--- src/rtl/mc_ctrl_pkg.sv ---
package mc_ctrl_pkg;
  localparam int OPC_W   = 6;
  localparam int ST_W    = 4;
  localparam int BSEL_W  = 2;
  localparam int AOP_W   = 2;

  localparam logic [OPC_W-1:0] OPC_RTYPE = 6'h00;
  localparam logic [OPC_W-1:0] OPC_BEQ   = 6'h04;
  localparam logic [OPC_W-1:0] OPC_ORI   = 6'h0D;
  localparam logic [OPC_W-1:0] OPC_LW    = 6'h23;
  localparam logic [OPC_W-1:0] OPC_SW    = 6'h2B;

  typedef enum logic [ST_W-1:0] {
    ST_FETCH   = 4'b0000,
    ST_DECODE  = 4'b0001,
    ST_BR_EXE  = 4'b0010,
    ST_R_EXE   = 4'b0100,
    ST_R_WB    = 4'b0101,
    ST_ORI_EXE = 4'b0110,
    ST_ORI_WB  = 4'b0111,
    ST_LW_ADDR = 4'b1000,
    ST_LW_MEM  = 4'b1001,
    ST_LW_WB   = 4'b1010,
    ST_SW_ADDR = 4'b1011,
    ST_SW_MEM  = 4'b1100
  } state_e;

  typedef enum logic [2:0] {
    CL_NONE, CL_RTYPE, CL_ORI, CL_LOAD, CL_STORE, CL_BRANCH
  } iclass_e;

  localparam logic [BSEL_W-1:0] BSEL_REGB   = 2'b00;
  localparam logic [BSEL_W-1:0] BSEL_FOUR   = 2'b01;
  localparam logic [BSEL_W-1:0] BSEL_IMM    = 2'b10;
  localparam logic [BSEL_W-1:0] BSEL_IMM_SH = 2'b11;

  localparam logic [AOP_W-1:0] AOP_ADD  = 2'b00;
  localparam logic [AOP_W-1:0] AOP_SUB  = 2'b01;
  localparam logic [AOP_W-1:0] AOP_FUNC = 2'b10;
  localparam logic [AOP_W-1:0] AOP_OR   = 2'b11;

  typedef struct packed {
    logic              pc_wr;
    logic              pc_wr_cond;
    logic              pc_src;
    logic              ir_wr;
    logic              mem_wr;
    logic              addr_sel;
    logic              reg_wr_req;
    logic              reg_dst;
    logic              mem_to_reg;
    logic              alu_a_sel;
    logic [BSEL_W-1:0] alu_b_sel;
    logic [AOP_W-1:0]  alu_op;
    logic              ext_zero;
  } ctrl_t;
endpackage

--- src/rtl/mc_opc_decode.sv ---
module mc_opc_decode
  import mc_ctrl_pkg::*;
#(
  parameter int OW = OPC_W
) (
  input  logic [OW-1:0] opcode_i,
  output iclass_e       class_o
);
  always_comb begin
    unique case (opcode_i)
      OPC_RTYPE: class_o = CL_RTYPE;
      OPC_ORI:   class_o = CL_ORI;
      OPC_LW:    class_o = CL_LOAD;
      OPC_SW:    class_o = CL_STORE;
      OPC_BEQ:   class_o = CL_BRANCH;
      default:   class_o = CL_NONE;
    endcase
  end
endmodule

--- src/rtl/mc_seq.sv ---
module mc_seq
  import mc_ctrl_pkg::*;
(
  input  logic    clk_i,
  input  logic    rst_ni,
  input  iclass_e class_i,
  output state_e  state_o
);
  state_e state_q, state_d;

  always_comb begin
    unique case (state_q)
      ST_FETCH:  state_d = ST_DECODE;
      ST_DECODE: begin
        unique case (class_i)
          CL_RTYPE:  state_d = ST_R_EXE;
          CL_ORI:    state_d = ST_ORI_EXE;
          CL_LOAD:   state_d = ST_LW_ADDR;
          CL_STORE:  state_d = ST_SW_ADDR;
          CL_BRANCH: state_d = ST_BR_EXE;
          default:   state_d = ST_FETCH;
        endcase
      end
      ST_R_EXE:   state_d = ST_R_WB;
      ST_ORI_EXE: state_d = ST_ORI_WB;
      ST_LW_ADDR: state_d = ST_LW_MEM;
      ST_LW_MEM:  state_d = ST_LW_WB;
      ST_SW_ADDR: state_d = ST_SW_MEM;
      default:    state_d = ST_FETCH;
    endcase
  end

  always_ff @(posedge clk_i or negedge rst_ni) begin
    if (!rst_ni) state_q <= ST_FETCH;
    else         state_q <= state_d;
  end

  assign state_o = state_q;
endmodule

--- src/rtl/mc_ctrl_rom.sv ---
module mc_ctrl_rom
  import mc_ctrl_pkg::*;
(
  input  state_e state_i,
  output ctrl_t  ctrl_o
);
  always_comb begin
    ctrl_o = '0;
    unique case (state_i)
      ST_FETCH: begin
        ctrl_o.ir_wr     = 1'b1;
        ctrl_o.pc_wr     = 1'b1;
        ctrl_o.alu_b_sel = BSEL_FOUR;
        ctrl_o.alu_op    = AOP_ADD;
      end
      ST_DECODE: begin
        ctrl_o.alu_b_sel = BSEL_IMM_SH;
        ctrl_o.alu_op    = AOP_ADD;
      end
      ST_BR_EXE: begin
        ctrl_o.pc_wr_cond = 1'b1;
        ctrl_o.pc_src     = 1'b1;
        ctrl_o.alu_a_sel  = 1'b1;
        ctrl_o.alu_b_sel  = BSEL_REGB;
        ctrl_o.alu_op     = AOP_SUB;
      end
      ST_R_EXE: begin
        ctrl_o.alu_a_sel = 1'b1;
        ctrl_o.alu_b_sel = BSEL_REGB;
        ctrl_o.alu_op    = AOP_FUNC;
      end
      ST_R_WB: begin
        ctrl_o.reg_wr_req = 1'b1;
        ctrl_o.reg_dst    = 1'b1;
      end
      ST_ORI_EXE: begin
        ctrl_o.alu_a_sel = 1'b1;
        ctrl_o.alu_b_sel = BSEL_IMM;
        ctrl_o.alu_op    = AOP_OR;
        ctrl_o.ext_zero  = 1'b1;
      end
      ST_ORI_WB: ctrl_o.reg_wr_req = 1'b1;
      ST_LW_ADDR, ST_SW_ADDR: begin
        ctrl_o.alu_a_sel = 1'b1;
        ctrl_o.alu_b_sel = BSEL_IMM;
        ctrl_o.alu_op    = AOP_ADD;
      end
      ST_LW_MEM: ctrl_o.addr_sel = 1'b1;
      ST_LW_WB: begin
        ctrl_o.reg_wr_req = 1'b1;
        ctrl_o.mem_to_reg = 1'b1;
      end
      ST_SW_MEM: begin
        ctrl_o.addr_sel = 1'b1;
        ctrl_o.mem_wr   = 1'b1;
      end
      default: ctrl_o = '0;
    endcase
  end
endmodule

--- src/rtl/mc_wr_gate.sv ---
module mc_wr_gate #(
  parameter int IDX_W         = 5,
  parameter bit ZERO_REG_HARD = 1'b1
) (
  input  logic             reg_wr_req_i,
  input  logic             reg_dst_i,
  input  logic [IDX_W-1:0] rt_idx_i,
  input  logic [IDX_W-1:0] rd_idx_i,
  input  logic             pc_wr_i,
  input  logic             pc_wr_cond_i,
  input  logic             zero_i,
  output logic             reg_wr_o,
  output logic             pc_en_o
);
  logic [IDX_W-1:0] dest_idx;
  assign dest_idx = reg_dst_i ? rd_idx_i : rt_idx_i;

  generate
    if (ZERO_REG_HARD) begin : g_zero_hard
      assign reg_wr_o = reg_wr_req_i && (dest_idx != '0);
    end else begin : g_zero_soft
      logic unused_idx;
      assign unused_idx = ^dest_idx;
      assign reg_wr_o   = reg_wr_req_i;
    end
  endgenerate

  assign pc_en_o = pc_wr_i | (pc_wr_cond_i & zero_i);
endmodule

--- src/rtl/mc_ctrl_fsm.sv ---
module mc_ctrl_fsm
  import mc_ctrl_pkg::*;
#(
  parameter int IDX_W = 5
) (
  input  logic              clk_i,
  input  logic              rst_ni,
  input  logic [OPC_W-1:0]  opcode_i,
  input  logic [IDX_W-1:0]  rt_idx_i,
  input  logic [IDX_W-1:0]  rd_idx_i,
  input  logic              zero_i,
  output logic [ST_W-1:0]   state_o,
  output logic              pc_wr_o,
  output logic              pc_wr_cond_o,
  output logic              pc_en_o,
  output logic              pc_src_o,
  output logic              ir_wr_o,
  output logic              mem_wr_o,
  output logic              addr_sel_o,
  output logic              reg_wr_o,
  output logic              reg_dst_o,
  output logic              mem_to_reg_o,
  output logic              alu_a_sel_o,
  output logic [BSEL_W-1:0] alu_b_sel_o,
  output logic [AOP_W-1:0]  alu_op_o,
  output logic              ext_zero_o
);
  iclass_e iclass;
  state_e  state;
  ctrl_t   ctrl;

  mc_opc_decode #(.OW(OPC_W)) u_dec (
    .opcode_i (opcode_i),
    .class_o  (iclass)
  );

  mc_seq u_seq (
    .clk_i   (clk_i),
    .rst_ni  (rst_ni),
    .class_i (iclass),
    .state_o (state)
  );

  mc_ctrl_rom u_rom (
    .state_i (state),
    .ctrl_o  (ctrl)
  );

  mc_wr_gate #(.IDX_W(IDX_W), .ZERO_REG_HARD(1'b1)) u_gate (
    .reg_wr_req_i (ctrl.reg_wr_req),
    .reg_dst_i    (ctrl.reg_dst),
    .rt_idx_i     (rt_idx_i),
    .rd_idx_i     (rd_idx_i),
    .pc_wr_i      (ctrl.pc_wr),
    .pc_wr_cond_i (ctrl.pc_wr_cond),
    .zero_i       (zero_i),
    .reg_wr_o     (reg_wr_o),
    .pc_en_o      (pc_en_o)
  );

  assign state_o      = state;
  assign pc_wr_o      = ctrl.pc_wr;
  assign pc_wr_cond_o = ctrl.pc_wr_cond;
  assign pc_src_o     = ctrl.pc_src;
  assign ir_wr_o      = ctrl.ir_wr;
  assign mem_wr_o     = ctrl.mem_wr;
  assign addr_sel_o   = ctrl.addr_sel;
  assign reg_dst_o    = ctrl.reg_dst;
  assign mem_to_reg_o = ctrl.mem_to_reg;
  assign alu_a_sel_o  = ctrl.alu_a_sel;
  assign alu_b_sel_o  = ctrl.alu_b_sel;
  assign alu_op_o     = ctrl.alu_op;
  assign ext_zero_o   = ctrl.ext_zero;
endmodule

--- config.mk ---
export PLATFORM = sky130hd
export DESIGN_NAME = mc_ctrl_fsm
export DESIGN_NICKNAME = d
export VERILOG_FILES = /design/src/rtl/mc_ctrl_pkg.sv /design/src/rtl/mc_opc_decode.sv /design/src/rtl/mc_seq.sv /design/src/rtl/mc_ctrl_rom.sv /design/src/rtl/mc_wr_gate.sv /design/src/rtl/mc_ctrl_fsm.sv
export SDC_FILE = /design/constraint.sdc
export NUM_CORES = 1
export LEC_CHECK = 0
export ABC_CLOCK_PERIOD_IN_PS = 1500
export BUFFER_PORTS_ARGS = -buffer_cell sky130_fd_sc_hd__buf_4
export CORE_AREA = 2 2 39 41
export CTS_BUF_LIST = sky130_fd_sc_hd__clkbuf_4
export CTS_CLUSTER_SIZE = 20
export DETAILED_ROUTE_END_ITERATION = 7
export DIE_AREA = 0 0 41 43
export GPL_ROUTABILITY_DRIVEN = 0
export PLACE_DENSITY = 0.73
export SYNTH_ARGS = -nofsm -noshare
export SYNTH_HDL_FRONTEND = slang
export SYNTH_SLANG_ARGS = --single-unit
--- constraint.sdc ---
create_clock -name clk_i -period 1.5 [get_ports clk_i]
set_input_delay 0.075 -clock clk_i [delete_from_list [all_inputs] [get_ports clk_i]]
set_output_delay 0.075 -clock clk_i [all_outputs]
set_load 0.1 [all_outputs]
==> flow_metrics.tcl, run 1 <==
set metrics [dict create \
    die_x_um 41 \
    synth-seq-cells 4 \
    ys_seq_area_frac 0.222 \
    io_pins 39 \
    htree_levels 1 \
    status "did not finish" \
    yosys_warnings 0 \
    mappedNetlistArea_um2 452 \
    initial_core_util 0.326 \
    grt_max_degree 10 \
    dpl.hpwl_um 1380 \
    lastStage "5_1_grt" \
    syn_nets 81 \
    fp.dieH_um 43 \
    synth.avg_cell_area_um2 7.29 \
    num_rows 14 \
    worst_path_end_type "output port" \
    synth_cell_types 28 \
    cts.sinks 4 \
    crit_endpoint "ir_wr_o" \
    error "[ERROR DPL-0038] Utilization greater than 100%, impossible to legalize" \
    syn_inst 62 \
    cts-root-buf "clkbuf_4" \
    io_buffers 38 \
    clock_path_buffers 2 \
    cts_buffers 3 \
]
==> Yosys cell counts (all sizes together) <==
master | number | share of area
and4b | 1 | 0.022
o21ai | 9 | 0.10
o31ai | 1 | 0.017
nand2 | 2 | 0.017
or2 | 1 | 0.019
nor3b | 1 | 0.017
a31o | 2 | 0.039
a32oi | 1 | 0.019
nor2 | 10 | 0.083
o22ai | 1 | 0.014
mux2i | 1 | 0.022
dfrtp | 4 | 0.22
a31oi | 1 | 0.014
inv | 3 | 0.025
nor3 | 5 | 0.066
and3 | 1 | 0.017
o21a | 1 | 0.017
nand2b | 2 | 0.028
o21bai | 1 | 0.017
or4 | 2 | 0.033
nor4bb | 1 | 0.022
buf | 6 | 0.091
xnor2 | 3 | 0.058
a21oi | 2 | 0.022
==> logic make-up after synthesis <==
logic type	share of synthesized area
xor gates and xnor gates	0.0582
and+or+nand+nor	0.324
AOI/OAI and AO/OA	0.258
buffers and inverters	0.116
DFF	0.222
muxes	0.0222
==> per-stage QoR <==
stage / area (µm²) / hold WS, ps / utilization / worst slack [ps] / instances
after CTS: 1340 / 120 / 0.965 / -78.1 / 138
after floorplan: 661 / -221 / - / -776 / 62
after detailed placement: 986 / -125 / 0.712 / 50.1 / 120
after global placement: 986 / -127 / 0.712 / 58.9 / 120
==> timing repair <==
action / in CTS
hold buffers: 1
buffers inserted: 14
hold endpoints to repair: 4
gates resized for setup: 46
endpoints found under the setup margin: 14
pin swaps: 7
==> run 2, diff against run 1 <==
- CORE_AREA: 2 2 39 41 -> 2 2 63 65
- CTS_BUF_LIST: sky130_fd_sc_hd__clkbuf_4 -> unset
- CTS_CLUSTER_SIZE: 20 -> unset
- DIE_AREA: 0 0 41 43 -> 0 0 65 67
- PLACE_DENSITY: 0.73 -> unset
- PLACE_DENSITY_LB_ADDON: unset -> 0.15
==> flow_metrics.tcl, run 2 <==
set metrics [dict create \
    hold_viol_final 0 \
    drive_gt1_frac 0.784 \
    clock_path_buffers 2 \
    async_flop_share 1.00 \
    grt_pass1_wl_um 3200 \
    finalSetupViolations 8 \
    yosys.area_share.adder 0 \
    largest_reg_flops 4 \
    r2r_slack_ps 80 \
    cts-root-buf "clkbuf_8" \
    rr_endpoint "u_seq.state_o[2]" \
    synth_area_leader_cell "dfrtp_1" \
    grt-ovfl-total 0 \
    period_minus_slack_ps 1590 \
    core-area_um2 3610 \
    cts_tree "done" \
    synth.avg_cell_area_um2 7.29 \
    status "finished with violations" \
    grt_usage 0.0952 \
    maxCapViolCount 0 \
    yosys_warnings 0 \
    io_pins 39 \
    arrival_ps 1520 \
    drt_iter0_markers 8 \
    fmax_mhz 628 \
    design_area_um2 1380 \
    die_x_um 65 \
    yosysTopAreaCellShare 0.222 \
    drv_slew 0 \
    htree_levels 1 \
    synth_flop_cell "dfrtp_1" \
    area_growth_pct 204 \
    criticalPathCategory "reg -> out" \
    netlist_top_cells_count "nor2_1, o21ai_1, dfrtp_1, nor3_1" \
    crit_path_end_kind "primary output" \
    synth_cell_types 28 \
    grt_pass1_vias 673 \
    synth-edff-count 0 \
    failed_checks "setup timing" \
    syn_inst 62 \
    min_from "opcode_i[5]" \
    num_rows 22 \
    finalNonFillerCells 164 \
    final_common_cell "buf_4" \
    dp_cells 152 \
    die-area_um2 4360 \
    holdCritPathClass "in -> reg" \
    clk_latency_ps 210 \
    synth-simple-area-share 0.324 \
    ant_nets 0 \
    path_max_fanout 5 \
    drt-total-wl_um 1890 \
    min_to "u_seq.state_o[2]" \
    drc_errors 0 \
    cp.required_ps 1420 \
    synth_compound_area_frac 0.258 \
    avgRoutedWirePerCell_um 11.5 \
    worst-slew-pin-transition_ps 263 \
    antenna_found_initial 0 \
    cts.sinks 4 \
    mappedNetlistArea_um2 452 \
    max_slew_margin 0.824 \
    synth.most_common_cell "nor2_1" \
    post-route-util 0.381 \
    layout_common_cells "buf_4, buf_12, buf_6" \
    synth_top_family_by_area "simple AND/OR/NAND/NOR gates" \
    synthMuxAreaShare 0.0222 \
    finalWorstSetupSlack_ps -92.3 \
    nets 137 \
    place_area_um2 1010 \
    rr_worst_depth 6 \
    rsz0062_at_grt "true" \
    syn_nets 81 \
    antennaDiodeCount 0 \
    io_buffers 38 \
    initial_core_util 0.125 \
    grt_max_degree 9 \
    whs_path_depth 4 \
    viasPerCell 4.07 \
    vias 668 \
    cts_buffers 3 \
    place_ws_ps 25.2 \
    fp.dieH_um 67 \
    first_pass_iters 3 \
    ys_seq_area_frac 0.222 \
    r2r-start "u_seq.state_o[2]" \
    synth-seq-cells 4 \
    dpl.hpwl_um 1510 \
    clk_pin_slew_ps 30 \
    yosys-top-cells-area "dfrtp_1, nor2_1, o21ai_1" \
    final.setup_skew_ps 1.89 \
    synth-xor-area-share 0.0582 \
    start_kind "flop" \
    post-route-period-util 1.06 \
]
## run 2: cell counts after synthesis
Identical to the previous run, type by type.
## run 2: stage by stage
stage / hold WS (ps) / setup TNS (ps)
3_5_place_dp: -123 / 0
2_1_floorplan: -221 / -6820
4_1_cts: 135 / -761
6_report: 141 / -491
3_3_place_gp: -123 / 0
5_1_grt: 151 / -967
## run 2: cells by family (layout without fill, tap and decap cells)
| kind of cell | after synthesis | in the layout |
|---|---|---|
| AND/OR/NAND/NOR | 26 | 26 |
| buffers and inverters | 9 | 63 |
| multiplexers | 1 | 1 |
| AO/OA/AOI/OAI | 19 | 19 |
| XOR/XNOR | 3 | 3 |
| flip-flops | 4 | 4 |
## run 2: repair_timing
action                     CTS  global route
hold endpoints to repair     4             0
hold buffers                 1             0
gates resized for setup     39            23
pin swaps                    3             8
setup buffers                6             2
setup endpoints to repair   12            15
## run 2: worst max-delay path by stage
stage                      from  endpoint  cells past startpoint
2_1_floorplan  u_seq.state_o[2]  reg_wr_o                      5
6_report       u_seq.state_o[2]   pc_wr_o                      4
4_1_cts        u_seq.state_o[2]   ir_wr_o                      4
3_3_place_gp   u_seq.state_o[2]   ir_wr_o                      4
3_5_place_dp   u_seq.state_o[2]   ir_wr_o                      4
5_1_grt        u_seq.state_o[3]  reg_wr_o                      5
## run 2: metal layers
metal  wire length, µm  part of all wire  up-vias  track usage
li1                  -                 -      332            -
met1               764              0.40      315        0.110
met2              1050              0.55       21        0.171
met3                80             0.042        0       0.0118
met4                 0                 0        0       0.0479
met5                 0                 0        -            0
## run 2: critical path, stage by stage (launching register included)
cell,delay (ps)
dfrtp_4,470
buf_12,140
or2_4,250
nor3_4,220
buf_12,210
## run 2: final cells by class
cell class | instances | area, µm²
fill | 357 | 2230
timing repair buffer | 57 | 641
tap | 48 | 60.1
inverter | 3 | 16.3
multi-input combinational | 49 | 502
sequential | 4 | 115
clock buffer | 3 | 41.3
Power of run 2 is left out: the tool's default activity adds up to more than one toggle a clock period on the data nets, which glitch-free logic cannot reach.
